$ cat src/rtl/ptg_pkg.sv
package ptg_pkg;

    parameter int CNT_W  = 32;
    parameter int HALF_W = 16;

    typedef struct packed {
        logic [HALF_W-1:0] thresh;
        logic [HALF_W-1:0] period;
    } cfg_t;

    function automatic logic is_one_shot(input cfg_t c);
        return (c.thresh == '0);
    endfunction

endpackage

$ cat src/rtl/ptg_cfg_reg.sv
module ptg_cfg_reg
    import ptg_pkg::*;
(
    input  logic             clk,
    input  logic             rst,
    input  logic             en,
    input  logic             wr,
    input  logic [CNT_W-1:0] data,
    output cfg_t             cfg
);

    always_ff @(posedge clk) begin
        if (rst)
            cfg <= '0;
        else if (wr && !en)
            cfg <= cfg_t'(data);
    end

endmodule

$ cat src/rtl/ptg_period_ctr.sv
module ptg_period_ctr
    import ptg_pkg::*;
(
    input  logic              clk,
    input  logic              rst,
    input  logic              en,
    input  logic              start,
    input  cfg_t              cfg,
    input  logic              running,
    input  logic              last_unit,
    output logic [HALF_W-1:0] per_cnt,
    output logic              per_done
);

    assign per_done = (per_cnt <= HALF_W'(1));

    always_ff @(posedge clk) begin
        if (rst || !en) begin
            per_cnt <= '0;
        end else if (start) begin
            per_cnt <= cfg.period;
        end else if (running && !is_one_shot(cfg)) begin
            if (per_done)
                per_cnt <= last_unit ? '0 : cfg.period;
            else
                per_cnt <= per_cnt - HALF_W'(1);
        end
    end

endmodule

$ cat src/rtl/ptg_unit_cnt.sv
module ptg_unit_cnt
    import ptg_pkg::*;
(
    input  logic             clk,
    input  logic             rst,
    input  logic             en,
    input  logic             start,
    input  logic [CNT_W-1:0] load_val,
    input  logic             one_shot,
    input  logic             per_done,
    output logic [CNT_W-1:0] units,
    output logic             running,
    output logic             last_unit
);

    assign running   = (units != '0);
    assign last_unit = (units == CNT_W'(1));

    always_ff @(posedge clk) begin
        if (rst || !en)
            units <= '0;
        else if (start)
            units <= load_val;
        else if (running && (one_shot || per_done))
            units <= units - CNT_W'(1);
    end

endmodule

$ cat src/rtl/pulse_train_gen.sv
module pulse_train_gen
    import ptg_pkg::*;
(
    input  logic        clk,
    input  logic        rst,
    input  logic        en,
    input  logic        cfg_wr,
    input  logic [31:0] cfg_data,
    input  logic        cnt_wr,
    input  logic [31:0] cnt_data,
    output logic        busy,
    output logic        pulse_out
);

    cfg_t              cfg;
    logic [HALF_W-1:0] per_cnt;
    logic              per_done;
    logic [CNT_W-1:0]  units;
    logic              running;
    logic              last_unit;
    logic              start;
    logic              one_shot;

    assign start    = en && cnt_wr;
    assign one_shot = is_one_shot(cfg);

    ptg_cfg_reg u_cfg (
        .clk  (clk),
        .rst  (rst),
        .en   (en),
        .wr   (cfg_wr),
        .data (cfg_data),
        .cfg  (cfg)
    );

    ptg_period_ctr u_per (
        .clk       (clk),
        .rst       (rst),
        .en        (en),
        .start     (start),
        .cfg       (cfg),
        .running   (running),
        .last_unit (last_unit),
        .per_cnt   (per_cnt),
        .per_done  (per_done)
    );

    ptg_unit_cnt u_cnt (
        .clk       (clk),
        .rst       (rst),
        .en        (en),
        .start     (start),
        .load_val  (cnt_data),
        .one_shot  (one_shot),
        .per_done  (per_done),
        .units     (units),
        .running   (running),
        .last_unit (last_unit)
    );

    assign busy      = running;
    assign pulse_out = en && running && (one_shot || (per_cnt > cfg.thresh));

endmodule

$ cat config.mk
export PLATFORM = sky130hd
export DESIGN_NAME = pulse_train_gen
export DESIGN_NICKNAME = d
export VERILOG_FILES = /design/src/rtl/ptg_pkg.sv /design/src/rtl/ptg_cfg_reg.sv /design/src/rtl/ptg_period_ctr.sv /design/src/rtl/ptg_unit_cnt.sv /design/src/rtl/pulse_train_gen.sv
export SDC_FILE = /design/constraint.sdc
export NUM_CORES = 1
export LEC_CHECK = 0
export BUFFER_PORTS_ARGS = -buffer_cell sky130_fd_sc_hd__clkbuf_2
export CAP_MARGIN = 20
export CORE_AREA = 2 2 102 104
export DETAILED_ROUTE_END_ITERATION = 10
export DIE_AREA = 0 0 104 106
export GPL_TIMING_DRIVEN = 1
export HOLD_SLACK_MARGIN = 0.15
export PLACE_DENSITY = 0.65
export SYNTH_ARGS = -nofsm -noshare
export SYNTH_HDL_FRONTEND = slang
export SYNTH_SLANG_ARGS = --single-unit
$ cat constraint.sdc
create_clock -name clk -period 5.7 [get_ports clk]
set_input_delay 1.71 -clock clk [delete_from_list [all_inputs] [get_ports clk]]
set_output_delay 1.71 -clock clk [all_outputs]
set_load 0.005 [all_outputs]
==> flow_summary.json, run 1 <==
{
  "ctsResizeCount": 0,
  "h-tree-depth": 3,
  "grt_pass1_wl_um": 18100,
  "slew_violations": 0,
  "grt_pass1_vias": 3826,
  "drtIter0Drc": 183,
  "drv_cap": 0,
  "start_util": 0.440,
  "drt_pass1_iterations": 5,
  "ys_ff_latch": 80,
  "ys_types": 50,
  "min_period_over_period": 0.726,
  "core-area_mm2": 0.0100,
  "die_y_um": 106,
  "antenna_found_initial": 0,
  "cts.sinks": 80,
  "root_buffer": "clkbuf_8",
  "clkTransAtPathRegs_ns": 0.09,
  "stdcell_area_mm2": 0.00509,
  "crit_required_ns": 3.99,
  "clock_path_buffers": 2,
  "num_vias": 4150,
  "holdPathStages": 2,
  "r2r.worst_path.cells": 6,
  "io_pins": 71,
  "dpl.hpwl_um": 7950,
  "antenna_left": 0,
  "leakagePower_nw": 2.04,
  "syn_inst": 556,
  "worstSetupStartpointType": "flip-flop",
  "finalClockSkew_ns": 0.0100,
  "synth.avg_cell_area_um2": 7.91,
  "synthFlopType": "dfxtp_1",
  "rsz0062_at_grt": "no",
  "netlist_area_mm2": 0.00440,
  "num-fill-cells": 1011,
  "cts_tree": "built",
  "r2r-end": "u_per.per_cnt[11]",
  "drive_gt1_frac": 0.186,
  "hold_buffers": 0,
  "nets": 703,
  "wire_per_inst_um": 14.8,
  "grt_overflow": 0,
  "crit_arrival_ns": 2.43,
  "worst_pin_slew_ns": 1.01,
  "post_cts_buffers": 0,
  "hold_path_end": "u_cfg.cfg[9]",
  "rows": 37,
  "placed_cell_area_mm2": 0.00482,
  "synthToLayoutAreaGrowth_pct": 15.9,
  "synthArstFlopShare": 0,
  "drcViolationCount": 0,
  "portBuffers": 70,
  "status": "finished clean",
  "fp.dieW_um": 104,
  "antennaDiodeCount": 0,
  "clock_latency_ns": 0.37,
  "period_needed_ns": 4.14,
  "finalSetupTns_ns": 0,
  "slew_headroom": 0.318,
  "crit_path_max_fanout": 10,
  "fmax_ghz": 0.242,
  "yosysWarnings": 0,
  "hold_viol": 0,
  "wl_um": 11100,
  "track_usage": 0.204,
  "min_from": "u_cfg.cfg[9]",
  "grt_max_degree": 64,
  "setup_violations": 0,
  "die_area_mm2": 0.0110,
  "yosysSeqAreaShare": 0.364,
  "tritoncts.num_buffers": 9,
  "r2r-start": "u_cnt.units[17]",
  "endpoint_kind": "primary output",
  "syn_nets": 646,
  "viasPerCell": 5.50,
  "routabilityCongestion": 0.903,
  "power.density_mw_per_mm2": 634,
  "synth-edff-count": 0,
  "path_class": "flip-flop to primary output",
  "ir_drop_mv": 0.263,
  "reg2reg_setup_slack_ns": 2.82,
  "hold_path.class": "flip-flop to flip-flop"
}
==> Yosys cell counts (all sizes together), types with 3 or more instances <==
cell type  number  area share
or2             4      0.0063
and3            8       0.011
a21oi          87       0.099
nor4           23       0.041
or4            11       0.020
a22o            3      0.0060
o31ai           3      0.0083
or3             6      0.0091
dfxtp          80        0.36
inv            19       0.016
nand2b          3      0.0043
and2            3      0.0043
nor2b           4      0.0057
buf             3      0.0054
nor2           30       0.026
nand2          80       0.069
o211ai          3      0.0051
nand4b          3      0.0094
xor2            9       0.018
nand3           7       0.011
nand4           7       0.011
clkbuf         24       0.020
ha             21       0.060
o21ai          54       0.062
nor3b           3      0.0051
nor3           20       0.024
a21o            4      0.0068
xnor2          25       0.050
==> cells by family (layout without fill, tap and decap cells) <==
group / Yosys count / in the layout / share of synthesized area
adders and majority gates: 21 / 21 / 0.0598
buffers and inverters: 46 / 108 / 0.0421
AOI/OAI and AO/OA: 160 / 160 / 0.199
xor gates and xnor gates: 34 / 34 / 0.0677
and+or+nand+nor: 215 / 215 / 0.267
DFF: 80 / 80 / 0.364
==> registers in the layout (all words and copies together), names as in the netlist <==
signal,count
u_cfg.cfg,32
u_cnt.units,32
u_per.per_cnt,16
==> report_power, final <==
group / internal [mW] / switching, mW / total [mW]
combinational: 0.802 / 1.14 / 1.94
clock: 0.256 / 0.212 / 0.468
sequential: 0.672 / 0.149 / 0.821
==> cells in the final DEF (no fill, tap or decap), drive strengths merged, types with 2 or more instances in the layout <==
| master | n |
|---|---|
| nand2 | 80 |
| nand4b | 3 |
| inv | 19 |
| a21oi | 87 |
| and2 | 3 |
| bufinv | 2 |
| dfxtp | 80 |
| a21o | 4 |
| o31ai | 3 |
| and3 | 8 |
| clkinv | 3 |
| or2 | 4 |
| a22o | 3 |
| clkbuf | 80 |
| o211ai | 3 |
| nand3 | 7 |
| nor4 | 23 |
| nor3 | 20 |
| o21ai | 54 |
| nand2b | 3 |
| nor2 | 30 |
| xnor2 | 25 |
| buf | 3 |
| or4 | 11 |
| xor2 | 9 |
| nand4 | 7 |
| nor2b | 4 |
| or3 | 6 |
| ha | 21 |
| nor3b | 3 |
==> routing by layer <==
| layer | share of wire | GRT usage | vias to the layer above |
|---|---|---|---|
| li1 | - | - | 2093 |
| met1 | 0.47 | 0.261 | 1928 |
| met2 | 0.47 | 0.330 | 109 |
| met3 | 0.045 | 0.0429 | 20 |
| met4 | 0.023 | 0.0946 | 0 |
| met5 | 0 | 0 | - |
==> how the worst max path moves through the flow <==
stage	slack [ns]	start	cells after the start	endpoint
6_report	1.56	u_cnt.units[17]	6	pulse_out
5_1_grt	1.41	u_cnt.units[17]	6	pulse_out
4_1_cts	1.54	u_cnt.units[17]	6	pulse_out
3_5_place_dp	1.78	en	4	pulse_out
3_3_place_gp	1.77	en	4	pulse_out
2_1_floorplan	2.08	en	2	pulse_out
==> metrics by stage <==
step	setup slack (ns)	power [mW]	std cells	util	hold WS, ns
4_1_cts	1.54	3.22	752	0.504	0.464
2_1_floorplan	2.08	2.36	556	-	0.432
5_1_grt	1.41	3.51	754	0.509	0.485
6_report	1.56	3.23	754	0.509	0.460
3_3_place_gp	1.77	2.70	736	0.482	0.449
3_5_place_dp	1.78	2.73	736	0.482	0.452
==> layout make-up <==
class / instances / area [µm²] / area share
multi-input combinational: 430 / 2620 / 0.514
sequential: 80 / 1600 / 0.314
timing repair buffer: 73 / 413 / 0.0811
tap: 136 / 170 / 0.0334
clock buffer: 10 / 138 / 0.0270
clock inverter: 6 / 82.6 / 0.0162
inverter: 19 / 71.3 / 0.0140
==> worst max-delay path, cell delays in order (launching register included) <==
cell      delay, ns
dfxtp_1        0.35
or4_1          0.64
nor4_2         0.29
nand4_2        0.42
nand2_1        0.20
nor3_1         0.06
clkbuf_2       0.11
No activity file was read; power rests on OpenSTA's default activity.
==> inputs of run 2 (changes only) <==
Settings changed: PLACE_DENSITY 0.65 to 0.68.
Clock period 5.7 ns to 3.62 ns, I/O delays scaled along.
==> run 2 against run 1 <==
Against the previous run:
- largest power group unchanged
- utilization shrank 0.14 points
- largest cell class unchanged
- cell area shrank 0.27%
- clock-buffer cell count shrank 1
- cell count grew 0.66%
- non-clock buffer count grew 5
- register-to-register slack lost 2.0 ns
- clock skew grew 0.0021 ns
- clock power grew 50%
==> flow_summary.json, run 2 (same netlist as run 1, synthesis figures left out) <==
{
  "status": "finished clean",
  "fmax_ghz": 0.296,
  "path_buf_inv": 2,
  "wire_per_inst_um": 15.0,
  "fp.dieW_um": 104,
  "min_from": "u_cfg.cfg[6]",
  "r2r-start": "u_cnt.units[17]",
  "hold_path.class": "flip-flop to flip-flop",
  "seqCellArea_mm2": 0.00160,
  "hold_buffers": 0,
  "utilization": 0.508,
  "antennaDiodeCount": 0,
  "dpl.hpwl_um": 8470,
  "wl_um": 11400,
  "layout_commonest_cell": "a21oi_1",
  "leakagePower_nw": 2.04,
  "die_y_um": 106,
  "period_needed_ns": 3.38,
  "place_inst": 743,
  "ctsResizeCount": 0,
  "finalClockSkew_ns": 0.0122,
  "crit_family": "simple AND/OR/NAND/NOR gates",
  "ir_drop_mv": 0.395,
  "setup_violations": 0,
  "reg2reg_setup_slack_ns": 0.79,
  "die_area_mm2": 0.0110,
  "antenna_found_initial": 0,
  "slowest_stage": "dfxtp_1",
  "root_buffer": "clkbuf_8",
  "synthToLayoutAreaGrowth_pct": 15.5,
  "setup.worst_path.start": "u_cfg.cfg[31]",
  "crit_required_ns": 2.53,
  "start_util": 0.440,
  "routabilityCongestion": 0.870,
  "grt_pass1_wl_um": 19100,
  "finalSetupTns_ns": 0,
  "endpoint_kind": "primary output",
  "viasPerCell": 5.52,
  "path_class": "flip-flop to primary output",
  "stdcell_count": 759,
  "critPathMostFrequentCell": "nor3_1",
  "worstSetupStartpointType": "flip-flop",
  "antenna_left": 0,
  "rsz0062_at_grt": "no",
  "grt_pass1_vias": 4082,
  "path_cells": "inv_1 -> ha_1 -> and3_1 -> nand4_1 -> or2_2 -> o211ai_1 -> nor3_1 -> nor3_1 -> clkbuf_2",
  "clock_latency_ns": 0.36,
  "cp_slowest_stage_delay_ns": 0.37,
  "drv_cap": 0,
  "tritoncts.num_buffers": 9,
  "rows": 37,
  "slew_violations": 0,
  "core-area_mm2": 0.0100,
  "worst_pin_slew_ns": 0.767,
  "drt_pass1_iterations": 5,
  "min_period_over_period": 0.932,
  "drtIter0Drc": 233,
  "grt_overflow": 0,
  "clkTransAtPathRegs_ns": 0.10,
  "cts_tree": "built",
  "num-fill-cells": 1004,
  "grt_max_degree": 62,
  "post-place-ws_ns": 0.637,
  "power.density_mw_per_mm2": 1020,
  "multi_input_area_mm2": 0.00262,
  "crit_path_max_fanout": 3,
  "reg_top3": "u_cfg.cfg x32, u_cnt.units x32, u_per.per_cnt x16",
  "final_cell_mix": "a21oi_1 (87), dfxtp_1 (80), nand2_1 (77), clkbuf_2 (70), o21ai_0 (53)",
  "h-tree-depth": 3,
  "portBuffers": 70,
  "num_vias": 4187,
  "crit_arrival_ns": 2.29,
  "cts.sinks": 80,
  "slew_headroom": 0.486,
  "hold_viol": 0,
  "drive_gt1_frac": 0.193,
  "io_pins": 71,
  "track_usage": 0.211,
  "post_cts_buffers": 0,
  "setup_ws_ns": 0.244,
  "clock_path_buffers": 2,
  "nets": 708,
  "drcViolationCount": 0
}
-- run 2: cell types whose count changed in the layout (fill, tap and decap cells not counted) --
cell	change
buf_16	-2
buf_4	+7
bufinv_16	-1
clkbuf_8	-1
clkinv_2	-3
clkinv_4	+2
clkinvlp_4	-1
inv_6	+3
inv_8	+1
-- run 2: power by group --
| part | internal (mW) | total (mW) | leakage [nW] | switching, mW |
|---|---|---|---|---|
| registers | 1.06 | 1.29 | 0.653 | 0.238 |
| clock network | 0.333 | 0.702 | 0.107 | 0.369 |
| logic | 1.31 | 3.16 | 1.28 | 1.85 |
-- run 2: final cells by class --
class / instances / area share
Clock buffer: 9 / 0.0244
Clock inverter: 7 / 0.0167
Inverter: 19 / 0.0140
Multi-Input combinational cell: 430 / 0.515
Sequential cell: 80 / 0.315
Tap cell: 136 / 0.0335
Timing Repair Buffer: 78 / 0.0808
-- run 2: worst reg2reg max path, cell delays in order (launching register included) --
cell and delay [ns]:
dfxtp_1 0.35, or4_1 0.64, nor4_2 0.33, nand4_2 0.19, buf_4 0.24, a21o_1 0.38, and3_1 0.30, a221o_1 0.30
-- run 2: per-stage QoR --
step | power [mW] | area, µm² | hold WS [ns]
final | 5.16 | 5080 | 0.463
after global routing | 5.62 | 5080 | 0.491
after CTS | 5.14 | 5080 | 0.462
after detailed placement | 4.40 | 4870 | 0.450
after global placement | 4.38 | 4870 | 0.444
after floorplan | 3.72 | 4400 | 0.432
-- run 2: layer usage --
layer | up-vias | track usage | wire length [µm]
li1 | 2112 | - | -
met2 | 103 | 0.364 | 5380
met5 | - | 0 | 0
met3 | 20 | 0.0441 | 640
met4 | 0 | 0.0598 | 206
met1 | 1952 | 0.266 | 5140
-- run 2: worst paths after layout --
kind                                           to  depth (start not counted)
worst min register to register       u_cfg.cfg[6]                          2
worst max-delay path                    pulse_out                          9
worst min-delay path                 u_cfg.cfg[6]                          2
worst max register to register  u_per.per_cnt[11]                          7
==> inputs of run 3 (changes only) <==
Settings changed: ABC_AREA set to 1, CORE_AREA 2 2 102 104 to 2 2 113 115, DIE_AREA 0 0 104 106 to 0 0 115 117, PLACE_DENSITY 0.68 to 0.67.
==> run 3 against run 2 <==
Against the previous run:
- utilization fell by 0.42 points
- hold slack improved by 0.0045 ns
- combinational power is 40% higher
- first-iteration DRC count is 85% higher
- cell count increased by 44%
- register-to-register slack better by 0.61 ns
- synthesized area increased by 24%
- clock-buffer cell count grew 1
- critical path type unchanged
==> flow_summary.json, run 3 <==
{
  "status": "finished clean",
  "cts_tree": "built",
  "synth_top_family_by_area": "simple AND/OR/NAND/NOR gates",
  "drcViolationCount": 0,
  "synth_area_leader_cell": "dfxtp_1",
  "post-place-ws_ns": 0.909,
  "synthMuxAreaShare": 0.00184,
  "synthTopCellsByArea": "dfxtp_1 (29%), nand2_1 (15%), nor2_1 (13%)",
  "synthArstFlopShare": 0,
  "stdcell_area_mm2": 0.00620,
  "die_y_um": 117,
  "final_cell_mix": "nand2_1 (210), nor2_1 (184), dfxtp_1 (80), clkbuf_2 (70), inv_1 (69)",
  "wl_um": 14200,
  "critPathMostFrequentCell": "nand2_1",
  "path_cells": "ha_1 -> nand2_1 -> inv_1 -> nand3_1 -> nor3_1 -> nand2_1 -> nand3_1 -> nand2_1 -> a21oi_1 -> clkbuf_2",
  "worstSetupStartpointType": "flip-flop",
  "core-area_mm2": 0.0123,
  "clkTransAtPathRegs_ns": 0.06,
  "drv_cap": 0,
  "antennaDiodeCount": 0,
  "min_period_over_period": 0.843,
  "drt_pass1_iterations": 5,
  "placed_cell_area_mm2": 0.00587,
  "synthSimpleGateAreaFrac": 0.425,
  "rsz0062_at_grt": "no",
  "synth_compound_area_frac": 0.123,
  "worst_pin_slew_ns": 0.646,
  "synthToLayoutAreaGrowth_pct": 14.1,
  "yosysSeqAreaShare": 0.295,
  "grt_pass1_wl_um": 23600,
  "hold_viol": 0,
  "grt_pass1_vias": 4976,
  "synth_common_cells": "nand2_1 (210), nor2_1 (185), dfxtp_1 (80), inv_1 (69), nand3_1 (61)",
  "viasPerCell": 5.08,
  "wire_per_inst_um": 13.0,
  "syn_inst": 881,
  "period_needed_ns": 3.05,
  "finalSetupTns_ns": 0,
  "fmax_ghz": 0.328,
  "cp_slowest_stage_delay_ns": 0.37,
  "antenna_found_initial": 0,
  "ir_drop_mv": 0.386,
  "crit_family": "simple AND/OR/NAND/NOR gates",
  "min_from": "u_cfg.cfg[1]",
  "syn_nets": 971,
  "track_usage": 0.219,
  "crit_path_max_fanout": 6,
  "grt_overflow": 0,
  "reg2reg_setup_slack_ns": 1.40,
  "holdPathStages": 2,
  "nets": 1029,
  "num-fill-cells": 1313,
  "antenna_left": 0,
  "layout_commonest_cell": "nand2_1",
  "endpoint_kind": "primary output",
  "h-tree-depth": 3,
  "ctsResizeCount": 0,
  "leakagePower_nw": 3.00,
  "clock_path_buffers": 2,
  "yosys.area_share.xor_xnor": 0.0209,
  "finalClockSkew_ns": 0.00648,
  "power.total_mw": 6.80,
  "drive_gt1_frac": 0.164,
  "hold_path_end": "u_cfg.cfg[1]",
  "path_buf_inv": 2,
  "io_pins": 71,
  "path_class": "flip-flop to primary output",
  "r2r.worst_path.cells": 11,
  "drtIter0Drc": 430,
  "slew_headroom": 0.569,
  "yosysMostFrequentCell": "nand2_1",
  "r2r-start": "u_per.per_cnt[1]",
  "fp.dieW_um": 115,
  "slowest_stage": "dfxtp_1",
  "root_buffer": "clkbuf_16",
  "clock_latency_ns": 0.35,
  "die_area_mm2": 0.0135,
  "rows": 41,
  "tritoncts.num_buffers": 9,
  "synth_top_area_frac": 0.295,
  "hold_buffers": 0,
  "cts.sinks": 80,
  "setup_ws_ns": 0.568,
  "post_cts_buffers": 0,
  "power.density_mw_per_mm2": 1100,
  "yosysWarnings": 0,
  "setup_violations": 0,
  "synthFlopType": "dfxtp_1",
  "ys_types": 38,
  "start_util": 0.441,
  "routabilityCongestion": 0.917,
  "synth.avg_cell_area_um2": 6.17,
  "dpl.hpwl_um": 10500,
  "synth_fa_ha_area_frac": 0.0483,
  "crit_required_ns": 2.53,
  "grt_max_degree": 36,
  "portBuffers": 70,
  "r2r-end": "u_cnt.units[26]",
  "num_vias": 5562,
  "slew_violations": 0,
  "synth-edff-count": 0,
  "netlist_area_mm2": 0.00544,
  "ys_ff_latch": 80,
  "reg_top3": "u_cfg.cfg x32, u_cnt.units x32, u_per.per_cnt x16",
  "crit_arrival_ns": 1.97,
  "hold_path.class": "flip-flop to flip-flop"
}
[run 3: tightest hold or removal path: cells and delay by family (launching register included)]
kind            cells  cell delay (ns)
flops               1             0.31
simple gates        1             0.06
compound gates      1             0.05
[run 3: per-layer routing]
layer	global-route usage	wire length, µm	vias up
met5	0	0	-
met4	0.0771	233	0
met3	0.0288	822	16
met2	0.321	5780	151
met1	0.329	7420	2444
li1	-	-	2951
[run 3: cells by family after synthesis]
group,count (synthesis)
AOI/OAI and AO/OA,118
xor gates and xnor gates,13
adders and majority gates,21
buffers and inverters,114
DFF,80
muxes,1
and+or+nand+nor,534
[run 3: area by class of cell]
| type | instances | area, µm² | share of cell area |
|---|---|---|---|
| Multi-Input combinational cell | 687 | 3370 | 0.543 |
| Sequential cell | 80 | 1600 | 0.258 |
| Timing Repair Buffer | 76 | 395 | 0.0637 |
| Inverter | 85 | 322 | 0.0518 |
| Clock buffer | 10 | 239 | 0.0385 |
| Tap cell | 150 | 188 | 0.0303 |
| Clock inverter | 6 | 90.1 | 0.0145 |
[run 3: worst max-delay path by stage]
stage / cells past startpoint / from / slack [ns] / end
6_report: 10 / u_per.per_cnt[14] / 0.57 / pulse_out
2_1_floorplan: 12 / u_cfg.cfg[17] / 1.26 / pulse_out
4_1_cts: 10 / u_per.per_cnt[14] / 0.55 / pulse_out
5_1_grt: 12 / u_per.per_cnt[1] / 0.40 / pulse_out
3_5_place_dp: 4 / en / 0.91 / pulse_out
3_3_place_gp: 4 / en / 0.91 / pulse_out
[run 3: power breakdown]
part	internal (mW)	total (mW)	switching [mW]
clock	0.625	1.02	0.391
combinational	1.50	4.42	2.92
sequential	1.08	1.36	0.283
[run 3: through the flow]
step | hold WS, ns | utilization | std cells
after floorplan | 0.434 | - | 881
after global placement | 0.456 | 0.477 | 1078
after detailed placement | 0.461 | 0.477 | 1078
after CTS | 0.471 | 0.504 | 1094
after global routing | 0.496 | 0.504 | 1094
final | 0.468 | 0.504 | 1094
